`config.mk`:
```
export PLATFORM = sky130hd
export DESIGN_NAME = irq_replay
export DESIGN_NICKNAME = d
export VERILOG_FILES = /design/src/rtl/irq_replay_pkg.sv /design/src/rtl/irq_sync.sv /design/src/rtl/irq_cfg_regs.sv /design/src/rtl/irq_capture.sv /design/src/rtl/irq_flush.sv /design/src/rtl/irq_replay.sv
export SDC_FILE = /design/constraint.sdc
export NUM_CORES = 1
export LEC_CHECK = 0
export ABC_CLOCK_PERIOD_IN_PS = 3700
export BUFFER_PORTS_ARGS = -buffer_cell sky130_fd_sc_hd__clkbuf_2
export CAP_MARGIN = 10
export CORE_AREA = 3 3 270 272
export DETAILED_ROUTE_END_ITERATION = 16
export DIE_AREA = 0 0 273 275
export SYNTH_ARGS = -nofsm -noshare
export SYNTH_HDL_FRONTEND = slang
export SYNTH_SLANG_ARGS = --single-unit
```
`constraint.sdc`:
```
create_clock -name clk -period 3.7 [get_ports clk]
set_input_delay 0.925 -clock clk [delete_from_list [all_inputs] [get_ports clk]]
set_output_delay 0.925 -clock clk [all_outputs]
set_load 0.05 [all_outputs]
```
`src/rtl/irq_replay_pkg.sv`:
```
// Package: register offsets and control-bit positions shared by the
// capture-and-replay controller and its checker.
package irq_replay_pkg;
    localparam int unsigned OFS_ACK  = 32'h040;
    localparam int unsigned OFS_MSET = 32'h0C0;
    localparam int unsigned OFS_MCLR = 32'h100;
    localparam int unsigned OFS_SSET = 32'h180;
    localparam int unsigned OFS_SCLR = 32'h1C0;
    localparam int unsigned OFS_PSET = 32'h240;
    localparam int unsigned OFS_PCLR = 32'h280;
    localparam int unsigned OFS_CTRL = 32'h300;

    localparam int CTL_EN = 0;   // enable
    localparam int CTL_EO = 1;   // edge-only recording
    localparam int CTL_FL = 2;   // flush command / busy
endpackage

```
`src/rtl/irq_sync.sv`:
```
// Module: irq_sync
// Two-flop synchronizer for a vector of asynchronous lines, followed by one
// history flop so that later stages can compare current and previous values.
// Assumes each line is an independent level. No bus-coherency is implied.
module irq_sync #(
    parameter int WIDTH = 64
) (
    input  logic             clk,
    input  logic             rst_n,
    input  logic [WIDTH-1:0] async_in,
    output logic [WIDTH-1:0] cur,
    output logic [WIDTH-1:0] prev
);
    logic [WIDTH-1:0] meta;

    // Purpose: bring lines into the clock domain and keep one cycle of history.
    always_ff @(posedge clk) begin
        if (!rst_n) begin
            meta <= '0;
            cur  <= '0;
            prev <= '0;
        end else begin
            meta <= async_in;
            cur  <= meta;
            prev <= cur;
        end
    end
endmodule

```
`src/rtl/irq_cfg_regs.sv`:
```
// Module: irq_cfg_regs
// Holds the per-line mask, sensitivity and polarity banks, which are changed
// through write-one-to-set and write-one-to-clear words. Also holds the
// control bits. Decodes acknowledge writes into a per-line clear vector and
// flush writes into a start pulse. Assumes word-aligned single-cycle writes.
// Bits above NUM_LINES in the last word stay at 0.
module irq_cfg_regs
    import irq_replay_pkg::*;
#(
    parameter int NUM_LINES = 64,
    parameter int ADDR_W    = 12,
    parameter int WORDS     = (NUM_LINES + 31) / 32
) (
    input  logic                  clk,
    input  logic                  rst_n,
    input  logic                  wr,
    input  logic [ADDR_W-1:0]     addr,
    input  logic [31:0]           wdata,
    output logic [WORDS*32-1:0]   mask_w,
    output logic [WORDS*32-1:0]   sens_w,
    output logic [WORDS*32-1:0]   pol_w,
    output logic [NUM_LINES-1:0]  ack_clr,
    output logic                  enable,
    output logic                  edge_only,
    output logic                  flush_req
);
    localparam int PAD = WORDS * 32;

    logic [PAD-1:0] ack_pad;
    logic           hit_ctl;

    for (genvar w = 0; w < WORDS; w++) begin : g_word
        localparam int REM = NUM_LINES - 32 * w;
        localparam logic [31:0] VLD = (REM >= 32) ? 32'hFFFF_FFFF
                                                  : ((32'd1 << REM) - 32'd1);
        logic hit_ms, hit_mc, hit_ss, hit_sc, hit_ps, hit_pc, hit_ack;

        assign hit_ms  = wr && (addr == ADDR_W'(OFS_MSET + 4 * w));
        assign hit_mc  = wr && (addr == ADDR_W'(OFS_MCLR + 4 * w));
        assign hit_ss  = wr && (addr == ADDR_W'(OFS_SSET + 4 * w));
        assign hit_sc  = wr && (addr == ADDR_W'(OFS_SCLR + 4 * w));
        assign hit_ps  = wr && (addr == ADDR_W'(OFS_PSET + 4 * w));
        assign hit_pc  = wr && (addr == ADDR_W'(OFS_PCLR + 4 * w));
        assign hit_ack = wr && (addr == ADDR_W'(OFS_ACK + 4 * w));

        assign ack_pad[w*32 +: 32] = hit_ack ? (wdata & VLD) : 32'd0;

        // Purpose: apply set/clear writes to this word of the three banks.
        always_ff @(posedge clk) begin
            if (!rst_n) begin
                mask_w[w*32 +: 32] <= '0;
                sens_w[w*32 +: 32] <= '0;
                pol_w[w*32 +: 32]  <= '0;
            end else begin
                if (hit_ms) mask_w[w*32 +: 32] <= mask_w[w*32 +: 32] | (wdata & VLD);
                if (hit_mc) mask_w[w*32 +: 32] <= mask_w[w*32 +: 32] & ~wdata;
                if (hit_ss) sens_w[w*32 +: 32] <= sens_w[w*32 +: 32] | (wdata & VLD);
                if (hit_sc) sens_w[w*32 +: 32] <= sens_w[w*32 +: 32] & ~wdata;
                if (hit_ps) pol_w[w*32 +: 32]  <= pol_w[w*32 +: 32] | (wdata & VLD);
                if (hit_pc) pol_w[w*32 +: 32]  <= pol_w[w*32 +: 32] & ~wdata;
            end
        end
    end

    assign ack_clr   = ack_pad[NUM_LINES-1:0];
    assign hit_ctl   = wr && (addr == ADDR_W'(OFS_CTRL));
    assign flush_req = hit_ctl && wdata[CTL_FL] && wdata[CTL_EN];

    // Purpose: hold the enable and edge-only control bits.
    always_ff @(posedge clk) begin
        if (!rst_n) begin
            enable    <= 1'b0;
            edge_only <= 1'b0;
        end else if (hit_ctl) begin
            enable    <= wdata[CTL_EN];
            edge_only <= wdata[CTL_EO];
        end
    end
endmodule

```
`src/rtl/irq_capture.sv`:
```
// Module: irq_capture
// Turns synchronized lines into per-line events according to mask,
// sensitivity, polarity and edge-only mode, and keeps the recorded-status
// bits. Recording does not depend on the enable bit. A new event wins over
// a clear that arrives in the same cycle, so no event is lost.
module irq_capture #(
    parameter int NUM_LINES = 64
) (
    input  logic                 clk,
    input  logic                 rst_n,
    input  logic [NUM_LINES-1:0] cur,
    input  logic [NUM_LINES-1:0] prev,
    input  logic [NUM_LINES-1:0] mask,
    input  logic [NUM_LINES-1:0] sens,
    input  logic [NUM_LINES-1:0] pol,
    input  logic                 edge_only,
    input  logic [NUM_LINES-1:0] clr,
    output logic [NUM_LINES-1:0] status
);
    logic [NUM_LINES-1:0] act, act_prev, into_act, lvl_mode, event_v;

    // Purpose: form per-line events from the current line configuration.
    always_comb begin
        act      = ~(cur ^ pol);
        act_prev = ~(prev ^ pol);
        into_act = act & ~act_prev;
        lvl_mode = sens & {NUM_LINES{~edge_only}};
        event_v  = ~mask & ((lvl_mode & act) | (~lvl_mode & into_act));
    end

    // Purpose: hold recorded status, clearing on ack or replay and setting on events.
    always_ff @(posedge clk) begin
        if (!rst_n) status <= '0;
        else        status <= (status & ~clr) | event_v;
    end
endmodule

```
`src/rtl/irq_flush.sv`:
```
// Module: irq_flush
// Flush sequencer. On a start pulse it walks line indices 0..NUM_LINES-1,
// one per cycle. For every recorded line it asks for that status bit to be
// cleared and sends a registered one-cycle pulse on the replay output.
// A start that arrives during a scan is ignored.
module irq_flush #(
    parameter int NUM_LINES = 64,
    parameter int IDX_W     = (NUM_LINES > 1) ? $clog2(NUM_LINES) : 1
) (
    input  logic                 clk,
    input  logic                 rst_n,
    input  logic                 start,
    input  logic [NUM_LINES-1:0] status,
    output logic                 busy,
    output logic [NUM_LINES-1:0] clr,
    output logic [NUM_LINES-1:0] replay
);
    logic [IDX_W-1:0] idx;

    // Purpose: select the status bit under the scan pointer for replay.
    always_comb begin
        clr = '0;
        if (busy && status[idx]) clr[idx] = 1'b1;
    end

    // Purpose: advance the scan pointer and register the replay pulse.
    always_ff @(posedge clk) begin
        if (!rst_n) begin
            busy   <= 1'b0;
            idx    <= '0;
            replay <= '0;
        end else begin
            replay <= clr;
            if (busy) begin
                if (idx == IDX_W'(NUM_LINES - 1)) busy <= 1'b0;
                idx <= idx + 1'b1;
            end else if (start) begin
                busy <= 1'b1;
                idx  <= '0;
            end
        end
    end
endmodule

```
`src/rtl/irq_replay.sv`:
```
// Module: irq_replay (top)
// Interrupt capture and replay controller. It records events on external
// lines at all times and replays them as pulses on a flush command. Reads
// are combinational from bus_addr. Assumes word-aligned addresses and
// NUM_LINES small enough that each bank fits below the next bank's base.
module irq_replay
    import irq_replay_pkg::*;
#(
    parameter int NUM_LINES = 64,
    parameter int ADDR_W    = 12
) (
    input  logic                 clk,
    input  logic                 rst_n,
    input  logic [NUM_LINES-1:0] irq_in,
    input  logic                 bus_wr,
    input  logic [ADDR_W-1:0]    bus_addr,
    input  logic [31:0]          bus_wdata,
    output logic [31:0]          bus_rdata,
    output logic [NUM_LINES-1:0] replay_out
);
    localparam int WORDS = (NUM_LINES + 31) / 32;
    localparam int PAD   = WORDS * 32;

    logic [NUM_LINES-1:0] sync_cur, sync_prev, ack_clr, flush_clr, rec_status;
    logic [NUM_LINES-1:0] mask_lines;
    logic [PAD-1:0]       mask_w, sens_w, pol_w, status_pad;
    logic                 enable, edge_only, flush_req, flush_busy;

    irq_sync #(.WIDTH(NUM_LINES)) u_sync (
        .clk(clk), .rst_n(rst_n), .async_in(irq_in),
        .cur(sync_cur), .prev(sync_prev)
    );

    irq_cfg_regs #(.NUM_LINES(NUM_LINES), .ADDR_W(ADDR_W), .WORDS(WORDS)) u_regs (
        .clk(clk), .rst_n(rst_n), .wr(bus_wr), .addr(bus_addr), .wdata(bus_wdata),
        .mask_w(mask_w), .sens_w(sens_w), .pol_w(pol_w), .ack_clr(ack_clr),
        .enable(enable), .edge_only(edge_only), .flush_req(flush_req)
    );

    assign mask_lines = mask_w[NUM_LINES-1:0];

    irq_capture #(.NUM_LINES(NUM_LINES)) u_cap (
        .clk(clk), .rst_n(rst_n), .cur(sync_cur), .prev(sync_prev),
        .mask(mask_lines), .sens(sens_w[NUM_LINES-1:0]), .pol(pol_w[NUM_LINES-1:0]),
        .edge_only(edge_only), .clr(ack_clr | flush_clr), .status(rec_status)
    );

    irq_flush #(.NUM_LINES(NUM_LINES)) u_flush (
        .clk(clk), .rst_n(rst_n), .start(flush_req), .status(rec_status),
        .busy(flush_busy), .clr(flush_clr), .replay(replay_out)
    );

    assign status_pad = PAD'(rec_status);

    // Purpose: return the word selected by bus_addr.
    always_comb begin
        bus_rdata = 32'd0;
        for (int w = 0; w < WORDS; w++) begin
            if (bus_addr == ADDR_W'(OFS_ACK + 4 * w))  bus_rdata = status_pad[w*32 +: 32];
            if (bus_addr == ADDR_W'(OFS_MSET + 4 * w)) bus_rdata = mask_w[w*32 +: 32];
            if (bus_addr == ADDR_W'(OFS_SSET + 4 * w)) bus_rdata = sens_w[w*32 +: 32];
            if (bus_addr == ADDR_W'(OFS_PSET + 4 * w)) bus_rdata = pol_w[w*32 +: 32];
        end
        if (bus_addr == ADDR_W'(OFS_CTRL))
            bus_rdata = {29'd0, flush_busy, edge_only, enable};
    end
endmodule

```
# After elaboration in Yosys (flattened, before gate mapping)
# Cells that the tools add are included.
# classes
n_eq_ne	16
n_mux	33
n_reduce_logical	26
bitwise_logic	31
add_sub_neg	1
order_cmp	2
# ops
operator	n
$mux W32	23
$and A64 B64 Y64	6
$not A64 Y64	6
$and A32 B32 Y32	6
$or A32 B32 Y32	6
$or A64 B64 Y64	3
$xor A64 B64 Y64	2
$eq A12 B9 Y1 const B	6
$mux W64	1
$eq A12 B10 Y1 const B	5
$not A32 Y32	1
$eq A12 B7 Y1 const B	2
$eq A12 B8 Y1 const B	2
$logic_and A1 B1 Y1	19
$reduce_bool A2 Y1	7
$mux W6	2
$lt A6 B7 Y1 const B	1
$add A6 B1 Y6 const B	1
$bmux W1 S6	1
$demux W1 S6	1
$eq A6 B6 Y1 const B	1
$ge A6 B1 Y1 const B	1
$mux W1	5
$not A1 Y1	1
# word_totals
regBits	521
output_inout_bits	96
elab_cells	124

# Depth between registers and ports, before layout
# Gate-level depths: netlist of run 1.
# depth
depth_word	10
mapped_depth	11
mapped_depth_nobuf	6

# Cells and area by module
# Synthesis of run 1 repeated with hierarchy kept, for this count alone.
# hier_totals
cells_unflattened	2491
area_unflattened_um2	23151.0
# modules_own_cells
mod	n_inst	seq_area_each_um2	area_per_inst_um2	cells_each
irq_cfg_regs	1	3883.7	7940.1	818
irq_sync	1	3843.7	5275.1	405
irq_capture	1	1281.2	4072.7	465
irq_flush	1	1421.4	3065.4	352
irq_replay	1	0.0	2797.7	451

# Worst setup path after synthesis of run 1
# OpenSTA, ideal clock, no wires.
# synth_path
path_kind	in2out
from	in bus_addr[9]
to	out bus_rdata[26]
setup_slack_ns	-0.787
n_path_buf	3
arrival_ns	3.562
cell_stages	9
cell_sequence	buf_2 or3_1 clkbuf_1 nor2_2 buf_2 a22oi_1 o21ai_0 a211oi_1 o31ai_1
# synth_via
elab_chain_len	10
# synth_rtl
item	line	source
start: declaration	irq_replay.sv:16	input logic [ADDR_W-1:0] bus_addr,
$eq A12 B7 Y1	irq_replay.sv:59	if (bus_addr == ADDR_W'(OFS_ACK + 4 * w)) bus_rdata = status_pad[w*32 +: 32];
$mux W32	irq_replay.sv:59	
$mux W32	irq_replay.sv:60	if (bus_addr == ADDR_W'(OFS_MSET + 4 * w)) bus_rdata = mask_w[w*32 +: 32];
$mux W32	irq_replay.sv:61	if (bus_addr == ADDR_W'(OFS_SSET + 4 * w)) bus_rdata = sens_w[w*32 +: 32];
$mux W32	irq_replay.sv:62	if (bus_addr == ADDR_W'(OFS_PSET + 4 * w)) bus_rdata = pol_w[w*32 +: 32];
$mux W32	irq_replay.sv:59	
$mux W32	irq_replay.sv:60	
$mux W32	irq_replay.sv:61	
$mux W32	irq_replay.sv:62	
$mux W32 (*)	irq_replay.sv:64	if (bus_addr == ADDR_W'(OFS_CTRL))
end: declaration	irq_replay.sv:18	output logic [31:0] bus_rdata,
# Mark *: on every way between the ends. The rest lies on a longest branch, timed or not.

# Final worst setup path of run 1
# layout_path
from	in bus_addr[2]
to	out bus_rdata[26]
# The elaborated chain is that of the path after synthesis.

==> results.toml, run 1 <==
[status]
status = "finished, violations left"
violations = "setup timing"

[pwr]
p_per_area_nw_per_um2 = 446
p_leak_nw = 10.6
vdd_drop_max_v = 0.000394
p_total_w = 0.0125

[timing]
fin_crit_sh_pct = 104
fmax_mhz = 261
slew_headroom_pct = 40.0
rsz0062_at_grt = "yes"
setup_viol = 29
period_needed_ps = 3840
skew_ps = 24.0
hold_viol_final = 0
worst_pin_slew_ps = 899
drv_slew = 0
worst_slack_ps = -137

[route]
via_per_inst = 5.48
drc = 0
antenna_left = 0
vias = 19500
first_pass_iters = 7
wl_per_cell_um = 22.6
first_iter_violations = 1972
drt-total-wl_mm = 80.5

[placed_design]
place_area_um2 = 25300
placedCellCount = 3440
hpwlAfterDp_mm = 52.8
port_buffers = 206
globalplace.congestion = 0.910
pre_cts_ws_ps = -547

[yosys]
synth_top_flop_cell = "dfxtp_1"
yosys-top-cells-count = "dfxtp_1, a21oi_1, and2_1, clkbuf_1, a211oi_1"
yosys_warnings = 0
ys_types = 77
synth.ff_latch_count = 521
synth.avg_cell_area_um2 = 9.27
synth_nets = 2468
async_flop_share_pct = 0
synth_edf_count = 0
yosys.area.top_type = "dfxtp_1"
ys_top_cells_by_area = "dfxtp_1, a21oi_1, and2_1"
synthesis.area_um2 = 21900
yosysMostFrequentCell = "dfxtp_1"
syn_inst = 2356
netlist.area_leader.share_pct = 47.7
ys_seq_area_share_pct = 47.7

[floorplanning]
fp.dieH_um = 275
core_um2 = 71000
io_pins = 207
num_rows = 98
initial_core_util_pct = 30.8
dieArea_um2 = 75100
dieWidth_um = 273

[critical_path]
startpoint_type = "primary input"
worstSetupPathType = "in -> out"
cp-end-kind = "primary output"
worstPathMaxFanout = 6
critical_path_arrival_ps = 2910
required_ps = 2770

[clock_tree]
clk_pin_slew_ps = 60
clk_latency_ps = 640
cts_num_sinks = 521
clock-root-buffer = "clkbuf_16"
cts_max_level = 2
cts_tree = "yes"
cts_buffer_depth = 3
numCtsBuffers = 58

[grt]
grt-ovfl-total = 0
grt_pass1_wl_mm = 120
grtUsageTotal_pct = 20.7
grt_max_degree = 174
grtUsageMet1_pct = 29.1
grtUsageMet3_pct = 4.24
grt_pass1_vias = 18200
grt.busiest_layer = "met2"
grt_util_met2_pct = 31.3
antenna_found_initial = 11

[cells_and_area]
design_area_um2 = 28000
fillers = 7070
finalNetCount = 2673
area_growth_pct = 28.0
layout-drive-gt1-share_pct = 23.9
instances_no_fill = 3557

[hold_path]
min_path_type = "reg -> reg"

[job]
drv_cap = 0
==> layer usage <==
metal,up-vias,wire length (um),part of all wire [%]
met1,9323,36100,45
met5,-,21,0.026
met3,181,7000,8.7
li1,9103,-,-
met4,4,2920,3.6
met2,895,34500,43
==> report_power, final <==
part	internal (W)	total [W]	switching, W	leakage, nW
combinational	0.000208	0.000558	0.000350	5.34
sequential	0.00572	0.00580	0.0000793	4.23
clock	0.00367	0.00610	0.00243	0.992
total	0.00960	0.0125	0.00286	10.6
==> layout by cell type (no fill, tap or decap), drive strengths merged, types with 23 or more instances in the layout <==
cell type / count
and2: 195
a22oi: 35
nor3: 143
buf: 197
nor4: 60
a211oi: 135
o21ai: 47
a31oi: 51
xor2: 129
dfxtp: 521
clkbuf: 245
a221oi: 27
nand2: 109
a311oi: 65
o221ai: 23
nor2: 69
a21oi: 344
==> kinds of logic (layout without fill, tap and decap cells) <==
logic type               Yosys count  count (layout)  synth area share (%)
XOR/XNOR                         131             131                  5.25
buffers and inverters            227             472                  4.60
adder cells (fa/ha/maj)            1               1                0.0573
multiplexers                      32              32                  1.88
flip-flops                       521             521                  47.7
AND/OR/NAND/NOR                  650             650                  17.0
other                              0               6                     0
AO/OA/AOI/OAI                    794             794                  23.5
==> critical path: stages <==
cell and delay, ps:
buf_6 100, or4_4 610, nor3_4 220, buf_6 160, buf_12 150, nand2_1 60, o21ai_0 80, a211oi_1 100
o31ai_4 310, buf_12 180
==> metrics by stage <==
step                setup TNS [ps]  hold WS (ps)  utilization [%]
CTS                          -1030           432             38.9
finish                       -2050           429             39.4
floorplan                     -113           412                -
detailed placement          -11960           417             35.7
global route                 -3080           445             39.4
global placement            -11330           417             35.7
==> final timing paths <==
| kind | from | endpoint | slack [ps] | cells past startpoint |
|---|---|---|---|---|
| worst max-delay path | bus_addr[2] | bus_rdata[26] | -140 | 10 |
| worst max register to register | u_flush.idx[2] | u_flush.replay[39] | 520 | 8 |
| worst min register to register | u_sync.meta[22] | u_sync.cur[22] | 430 | 1 |
| worst min-delay path | u_sync.meta[22] | u_sync.cur[22] | 430 | 1 |
==> layout make-up <==
cell class / count / area [um2] / share of cell area, %
Antenna cell: 6 / 15.0 / 0.0537
Inverter: 7 / 33.8 / 0.121
Timing Repair Buffer: 365 / 3170 / 11.3
Sequential cell: 521 / 10400 / 37.3
Clock inverter: 23 / 350 / 1.25
Clock buffer: 77 / 1650 / 5.91
Tap cell: 950 / 1190 / 4.25
Multi-Input combinational cell: 1608 / 11100 / 39.8
==> repair_timing <==
item,4_1_cts,5_1_grt
hold buffers,0,0
endpoints found under the setup margin,32,32
pin swaps,10,30
cloned,0,2
buffers inserted,3,7
resized for setup,61,63
No activity file was read; power rests on OpenSTA's default activity.
==> inputs of run 2 (changes only) <==
Settings changed: CTS_BUF_LIST set to sky130_fd_sc_hd__clkbuf_8.
==> run 2 against run 1 <==
Compared with the run above:
- the run still ends with setup timing left
- critical path depth decreased by 2
- sequential power barely moved
- die area unchanged
- sequential cell count unchanged
- sequential share of layout area rose by 0.22 points
- largest power group is now sequential cells
- highest routed layer unchanged
==> results.toml, run 2 (same netlist as run 1, synthesis figures left out) <==
[status]
status = "finished, violations left"
violations = "setup timing"

[route]
antenna_left = 0
first_pass_iters = 5
vias = 19700
via_per_inst = 5.43
drc = 0
wl_per_cell_um = 22.3
first_iter_violations = 1885
drt-total-wl_mm = 80.8

[critical_path]
critical_path_arrival_ps = 2930
cp-end-kind = "primary output"
worstSetupPathType = "in -> out"
required_ps = 2770
worstPathMaxFanout = 21
startpoint_type = "primary input"

[cells_and_area]
ff_latch_area_um2 = 10400
area_growth_pct = 27.2
fin_util_pct = 39.2
multi_input_area_um2 = 11100
layout_commonest_cell = "dfxtp_1"
fillers = 7107
layout-drive-gt1-share_pct = 24.6
finalNetCount = 2703
final_cell_mix = "dfxtp_1, a21oi_1, and2_1"

[timing]
skew_ps = 41.1
rsz0062_at_grt = "yes"
fmax_mhz = 260
fin_tns_setup_ps = -2450
period_needed_ps = 3850
fin_crit_sh_pct = 104
holdWs_ps = 428
worst_slack_ps = -150
worst_pin_slew_ps = 863
hold_viol_final = 0
drv_slew = 0
setup_viol = 30
slew_headroom_pct = 42.4

[floorplanning]
num_rows = 98
dieWidth_um = 273
dieArea_um2 = 75100
fp.dieH_um = 275
io_pins = 207
core_um2 = 71000
initial_core_util_pct = 30.8

[clock_tree]
clock-root-buffer = "clkbuf_8"
clk_pin_slew_ps = 60
cts_max_level = 3
clk_latency_ps = 700
cts_tree = "yes"
cts_buffer_depth = 3
cts_num_sinks = 521
numCtsBuffers = 92
cts.hold.buffers_added = 0

[grt]
grt_max_degree = 174
grtUsageTotal_pct = 20.8
grt-ovfl-total = 0
antenna_found_initial = 11
grt_pass1_vias = 18600
grt_pass1_wl_mm = 120

[pwr]
p_leak_nw = 10.6
vdd_drop_max_v = 0.000236
p_per_area_nw_per_um2 = 430
p_total_w = 0.0119

[placed_design]
port_buffers = 206
globalplace.congestion = 0.910
hpwlAfterDp_mm = 52.8

[hold_path]
min_path_type = "reg -> reg"

[job]
drv_cap = 0
## run 2: changes by cell type in the layout (fill, tap and decap cells not counted), moves of 4 or more
cell and delta:
buf_6 -7, bufinv_16 -4, clkbuf_1 -6, clkbuf_16 -59
clkbuf_2 +6, clkbuf_8 +104, clkinvlp_4 +4, inv_1 +29
## run 2: timing repair
| item | CTS | global route |
|---|---|---|
| pin swaps | 10 | 28 |
| cloned | 0 | 1 |
| buffers inserted | 3 | 3 |
| gates resized for setup | 61 | 37 |
| setup endpoints to repair | 32 | 32 |
## run 2: cell type report
type                    count  share of cell area, %
diodes                      7                 0.0630
inverters                   7                  0.122
clock inverters            52                   1.22
repair buffers            361                   11.1
multi-input cells        1608                   40.0
flip-flops and latches    521                   37.5
well taps                 950                   4.28
clock buffers             117                   5.79
## run 2: path summary, 6_finish.rpt
path | startpoint | to | slack (ps) | cells past startpoint
setup reg to reg | u_flush.idx[2] | u_flush.replay[7] | 480 | 8
setup / recovery | bus_addr[2] | bus_rdata[18] | -150 | 8
hold reg to reg | u_sync.meta[4] | u_sync.cur[4] | 430 | 1
hold / removal | u_sync.meta[4] | u_sync.cur[4] | 430 | 1
## run 2: metrics by stage
stage | area, um2 | setup WS, ps | std cells
after global placement | 25300 | -503 | 3440
after global routing | 27800 | -167 | 3618
after CTS | 27600 | -98.7 | 3612
final | 27800 | -150 | 3623
after floorplan | 22100 | -113 | 2356
after detailed placement | 25300 | -547 | 3440
## run 2: critical path: stages
cell and delay (ps):
clkbuf_2 110, or4_4 630, nor3_2 300, buf_12 230
a221oi_1 70, o21a_1 210, o21ai_4 250, buf_12 170
## run 2: report_power, final
group	internal, W	switching (W)	total [W]	leakage (nW)
registers	0.00572	0.0000792	0.00580	4.23
clock network	0.00312	0.00247	0.00559	1.11
logic	0.000203	0.000349	0.000552	5.29
total	0.00905	0.00290	0.0119	10.6
## run 2: per-layer routing
metal	global-route usage (%)	routed length (um)	vias up
met2	31.4	35000	930
met4	8.36	2700	4
li1	-	-	9173
met5	0	21	-
met3	4.31	6970	182
met1	29.0	36100	9371
